[config.mk]
export PLATFORM = sky130hd
export DESIGN_NAME = bcd_adjust_unit
export DESIGN_NICKNAME = d
export VERILOG_FILES = /design/src/rtl/bcd_adj_pkg.sv /design/src/rtl/bcd_lo_fix.sv /design/src/rtl/bcd_hi_fix.sv /design/src/rtl/bcd_adjust_unit.sv
export SDC_FILE = /design/constraint.sdc
export NUM_CORES = 1
export LEC_CHECK = 0
export ABC_AREA = 1
export CAP_MARGIN = 40
export CORE_MARGIN = 4
export CORE_UTILIZATION = 44
export CTS_CLUSTER_DIAMETER = 120
export DETAILED_ROUTE_END_ITERATION = 8
export MAX_ROUTING_LAYER = met4
export PLACE_DENSITY = 0.77
export SLEW_MARGIN = 20
export SYNTH_ARGS = -nofsm -noshare
export SYNTH_HDL_FRONTEND = slang
export SYNTH_SLANG_ARGS = --single-unit
[constraint.sdc]
create_clock -name clk_i -period 1.05 [get_ports clk_i]
set_clock_uncertainty 0.2 [all_clocks]
set_input_delay 0.105 -clock clk_i [delete_from_list [all_inputs] [get_ports clk_i]]
set_output_delay 0.105 -clock clk_i [all_outputs]
set_load 0.05 [all_outputs]
[src/rtl/bcd_adj_pkg.sv]
package bcd_adj_pkg;
  localparam int DIG_W   = 4;
  localparam int DIG_MAX = 9;

  typedef enum logic [1:0] {
    CORR_NONE = 2'b00,
    CORR_LO   = 2'b01,
    CORR_HI   = 2'b10,
    CORR_BOTH = 2'b11
  } corr_e;
endpackage

[src/rtl/bcd_lo_fix.sv]
module bcd_lo_fix #(
  parameter int NIB_W   = bcd_adj_pkg::DIG_W,
  parameter int DIG_MAX = bcd_adj_pkg::DIG_MAX
) (
  input  logic [2*NIB_W-1:0] acc_i,
  input  logic               ac_i,
  input  logic               cy_i,
  output logic [2*NIB_W-1:0] sum_o,
  output logic               cy_o,
  output logic               carry_o,
  output logic               hit_o
);
  localparam int BYTE_W = 2*NIB_W;
  localparam logic [BYTE_W-1:0] LO_ADD = BYTE_W'(6);
  localparam logic [NIB_W-1:0]  LIMIT  = NIB_W'(DIG_MAX);

  logic [BYTE_W:0] wide;

  always_comb begin
    hit_o   = (acc_i[NIB_W-1:0] > LIMIT) || ac_i;
    wide    = {1'b0, acc_i} + {1'b0, (hit_o ? LO_ADD : '0)};
    sum_o   = wide[BYTE_W-1:0];
    carry_o = wide[BYTE_W];
    cy_o    = cy_i | carry_o;  // sticky
  end
endmodule

[src/rtl/bcd_hi_fix.sv]
module bcd_hi_fix #(
  parameter int NIB_W   = bcd_adj_pkg::DIG_W,
  parameter int DIG_MAX = bcd_adj_pkg::DIG_MAX
) (
  input  logic [2*NIB_W-1:0] acc_i,
  input  logic               cy_i,
  output logic [2*NIB_W-1:0] sum_o,
  output logic               cy_o,
  output logic               hit_o
);
  localparam int BYTE_W = 2*NIB_W;
  localparam logic [BYTE_W-1:0] HI_ADD = BYTE_W'(6) << NIB_W;
  localparam logic [NIB_W-1:0]  LIMIT  = NIB_W'(DIG_MAX);

  logic [BYTE_W:0] wide;

  always_comb begin
    hit_o = cy_i || (acc_i[BYTE_W-1:NIB_W] > LIMIT);
    wide  = {1'b0, acc_i} + {1'b0, (hit_o ? HI_ADD : '0)};
    sum_o = wide[BYTE_W-1:0];
    cy_o  = cy_i | wide[BYTE_W];
  end
endmodule

[src/rtl/bcd_adjust_unit.sv]
module bcd_adjust_unit #(
  parameter int NIB_W   = bcd_adj_pkg::DIG_W,
  parameter int DIG_MAX = bcd_adj_pkg::DIG_MAX,
  parameter bit REG_OUT = 1'b1
) (
  input  logic         clk_i,
  input  logic         rst_ni,
  input  logic         start_i,
  input  logic [7:0]   acc_i,
  input  logic         ac_i,
  input  logic         cy_i,
  output logic [7:0]   acc_o,
  output logic         cy_o,
  output logic         done_o
);
  import bcd_adj_pkg::*;
  localparam int BYTE_W = 2*NIB_W;
  localparam logic [BYTE_W-1:0] ADD_LO = BYTE_W'(6);
  localparam logic [BYTE_W-1:0] ADD_HI = BYTE_W'(6) << NIB_W;

  logic [BYTE_W-1:0] mid_sum, fin_sum;
  logic              mid_cy, mid_carry, fin_cy, lo_hit, hi_hit;
  corr_e             corr_kind;

  bcd_lo_fix #(.NIB_W(NIB_W), .DIG_MAX(DIG_MAX)) u_lo (
    .acc_i(acc_i), .ac_i(ac_i), .cy_i(cy_i),
    .sum_o(mid_sum), .cy_o(mid_cy), .carry_o(mid_carry), .hit_o(lo_hit)
  );

  bcd_hi_fix #(.NIB_W(NIB_W), .DIG_MAX(DIG_MAX)) u_hi (
    .acc_i(mid_sum), .cy_i(mid_cy),
    .sum_o(fin_sum), .cy_o(fin_cy), .hit_o(hi_hit)
  );

  assign corr_kind = corr_e'({hi_hit, lo_hit});

  generate
    if (REG_OUT) begin : g_reg
      logic [BYTE_W-1:0] acc_q;
      logic              cy_q, done_q;
      corr_e             kind_q;
      logic              lo_carry_q;

      always_ff @(posedge clk_i or negedge rst_ni) begin
        if (!rst_ni) begin
          acc_q      <= '0;
          cy_q       <= 1'b0;
          done_q     <= 1'b0;
          kind_q     <= CORR_NONE;
          lo_carry_q <= 1'b0;
        end else begin
          done_q <= start_i;
          if (start_i) begin
            acc_q      <= fin_sum;
            cy_q       <= fin_cy;
            kind_q     <= corr_kind;
            lo_carry_q <= mid_carry;
          end
        end
      end

      assign acc_o  = acc_q;
      assign cy_o   = cy_q;
      assign done_o = done_q;

      // incoming carry survives
      assert_sticky_cy_R4: assert property (@(posedge clk_i) disable iff (!rst_ni)
        (start_i && cy_i) |=> cy_o);

      // done follows each strobe for one clock; result holds otherwise
      assert_done_pulse_R7: assert property (@(posedge clk_i) disable iff (!rst_ni)
        start_i |=> done_o);
      assert_hold_R7: assert property (@(posedge clk_i) disable iff (!rst_ni)
        !start_i |=> (!done_o && $stable(acc_o) && $stable(cy_o)));

      // applied delta matches the stage decisions
      assert_delta_R5: assert property (@(posedge clk_i) disable iff (!rst_ni)
        start_i |=> ((acc_o - $past(acc_i)) ==
                     ((kind_q[0] ? ADD_LO : '0) + (kind_q[1] ? ADD_HI : '0))));

      // low-stage carry forces the high stage and sets CY
      assert_lo_carry_R3: assert property (@(posedge clk_i) disable iff (!rst_ni)
        (done_o && lo_carry_q) |-> (kind_q == CORR_BOTH && cy_o));
    end else begin : g_comb
      assign acc_o  = fin_sum;
      assign cy_o   = fin_cy;
      assign done_o = start_i;
    end
  endgenerate
endmodule

==> results.cfg <==
[clock_network]
cts_tree = done
cts_root_buffer = clkbuf_4
htree_levels = 1
cts_buffer_depth = 2
clkTransAtPathRegs_ns = 0.07
clkLatencyLatePin_ns = 0.28
cts_sinks = 10
numCtsBuffers = 3

[synth]
synth.most_common_cell = nand2_1
yosys-top-cells-count = nand2_1 (35), inv_1 (12), dfrtp_1 (10)
avgSynthCellArea_um2 = 7.507
ys_ff_latch = 10
synth_cell_types = 18
seq_area_frac_synth = 0.3623
yosys.area.top_type_share = 0.3623
syn_nets = 111
synth-main-ff-cell = dfrtp_1
synth_edf_count = 0
synthArstFlopShare = 1.000
syn_area_um2 = 690.7
netlist_top_cells_area = dfrtp_1 (36%), nand2_1 (19%), ha_1 (7.2%)
yosysWarnings = 0
netlist_instances = 92
yosysTopAreaCell = dfrtp_1

[drt]
avgRoutedWirePerCell_um = 18.60
drt_iter0_markers = 51
vias_per_cell = 5.790
first_pass_iters = 7
drtAntennaViolNets = 0
vias = 938
drc = 0
routed_wl_um = 3014

[sta]
rsz0062_at_grt = yes
setup_slack_ns = -1.324
slew_violations = 0
finalSetupViolCount = 17
hold-worst-slack_ns = -0.06051
min_period_ns = 2.374
fmax_ghz = 0.4213
final_hold_viol_count = 10
tightest_slew_ns = 0.2987
max_slew_margin = 0.8003
finalCritPeriodShare = 2.261

[global_route]
antenna_found_initial = 0
grt_overflow = 0
grt_pass1_vias = 829
grt_pass1_wl_um = 3836
grtUsageTotal = 0.2649
grt_max_degree = 11

[job]
max_cap_violations = 0

[setup_path]
reg2reg_from = acc_o[1]
path_cells = buf_2 > o21ai_2 > nand2_2 > ha_4 > fa_2 > nand2_4 > nor2_4 > inv_1 > nand2_1 > nand2_2 > nand2_2 > nand2_4 > ha_4 > inv_2 > fa_2 > inv_2 > nand3_2 > nand3_2 > nand2_2
max_stage_delay_ns = 0.39
worstPathArrival_ns = 2.35
cp-endpoint = acc_o[7]
cp_data_required_time_ns = 1.03
crit_start = acc_i[1]
reg2reg_depth = 3
rrSetupSlack_ns = 0.01
start_kind = primary input
worstPathMaxFanout = 4
endpoint_kind = flip-flop
r2r-end = acc_o[1]
path_common_cell = nand2_2
critPathKind = primary input to flip-flop
crit_slowest_cell = fa_2

[cells_and_area]
layout-drive-gt1-share = 0.5342
final_nets = 167
design_area_mm2 = 0.001394
area_growth_pct = 101.8
antenna_cells = 0
n_fill_cell = 45
instances_no_fill = 162

[die]
fp.coreArea_mm2 = 0.001489
die_h_um = 47.62
num_rows = 14
die_w_um = 47.62
start_util = 0.4639
ioPinCount = 23
die_area_mm2 = 0.002268

[pwr]
p_int_mw = 1.029
p_comb_frac = 0.542
switchingPower_mw = 0.6770
p_per_area_mw_per_mm2 = 1224
sequentialPowerShare = 0.291
peakVddDrop_uv = 971.8
p_leak_nw = 0.7005
netSwitchingFraction = 0.3969
p_clk_frac = 0.167

[placed_design]
portBuffers = 22
hpwl_um = 1461
place.gp.congestion = 0.7617
placed_area_mm2 = 0.001166
dp_cells = 145

[status]
violations = negative hold slack, negative setup slack
status = complete, but fails checks

[worst_hold_path]
hold_class = primary input to async pin
## timing repair
item | 4_1_cts | 5_1_grt
setup endpoints to repair | 19 | 17
resized for setup | 34 | 6
hold endpoints to repair | 10 | 10
pin swaps | 22 | 12
setup buffers | 4 | 11
## routing by layer
metal	global-route usage	up-vias	wire (um)
met1	0.2575	442	1023
li1	-	395	-
met4	0.2043	0	208
met3	0.05263	24	235
met2	0.4545	77	1548
met5	-	-	0
## registers in the layout, summed over array words and instances (netlist names)
name,cells
done_o,1
cy_o,1
acc_o,8
## worst max-delay path: cells and delay by family
kind                     cells  cell delay, ns
AO/OA/AOI/OAI                1            0.12
adder cells (fa/ha/maj)      4            1.05
buffers and inverters        4            0.28
AND/OR/NAND/NOR             10            0.78
## kinds of logic after synthesis
logic type / Yosys count / synth area share
AOI/OAI and AO/OA: 8 / 0.07247
buffers and inverters: 14 / 0.08695
adders and majority gates: 6 / 0.1304
and+or+nand+nor: 54 / 0.3478
DFF: 10 / 0.3623
## layout by cell type (no fill, tap or decap), types with 2 or more instances in the layout
master and count:
nand3_1 6, ha_4 4, clkdlybuf4s50_1 8, nand3_2 3, nand2_4 3, o21ai_1 2, buf_6 4, buf_12 10
buf_2 2, fa_2 2, nor2_1 2, dfrtp_1 10, inv_2 3, buf_4 27, a21oi_2 2, inv_1 9
nand2_1 27, nand2_2 10, clkbuf_4 3
## power by group through the flow
| stage | sequential [mW] | combinational, mW | clock (mW) |
|---|---|---|---|
| 2_1_floorplan | 0.651 | 0.177 | 0 |
| 5_1_grt | 0.501 | 0.973 | 0.296 |
| 4_1_cts | 0.493 | 0.796 | 0.247 |
| 3_5_place_dp | 0.499 | 0.733 | 0 |
| 6_report | 0.497 | 0.925 | 0.284 |
| 3_3_place_gp | 0.498 | 0.715 | 0 |
## worst min-delay path by stage
stage / from / slack [ns] / depth (start not counted) / endpoint
6_report: rst_ni / -0.06 / 2 / acc_o[5]
5_1_grt: rst_ni / -0.05 / 2 / acc_o[5]
3_5_place_dp: rst_ni / 0.25 / 2 / acc_o[5]
3_3_place_gp: rst_ni / 0.21 / 2 / done_o
2_1_floorplan: rst_ni / -0.39 / 0 / acc_o[0]
4_1_cts: rst_ni / -0.02 / 2 / acc_o[5]
## cell type report
type | instances | area [um2] | share of cell area
clock buffers | 3 | 22.52 | 0.01616
flip-flops and latches | 10 | 250.2 | 0.1795
inverters | 13 | 50.05 | 0.03591
repair buffers | 52 | 548.0 | 0.3932
well taps | 16 | 20.02 | 0.01436
multi-input cells | 68 | 503.0 | 0.3609
## per-stage QoR
step	power, mW	TNS (ns)	hold slack (ns)	util	setup slack [ns]
final	1.706	-6.714	-0.06051	0.9361	-1.324
after global placement	1.212	-10.29	0.2087	0.7832	-1.926
after CTS	1.536	-5.785	-0.02126	0.8689	-1.260
after global routing	1.770	-7.418	-0.04652	0.9361	-1.423
after detailed placement	1.232	-10.87	0.2459	0.7832	-2.041
after floorplan	0.8280	-5.992	-0.3906	-	-1.419
(Power assumes the default switching activity.)
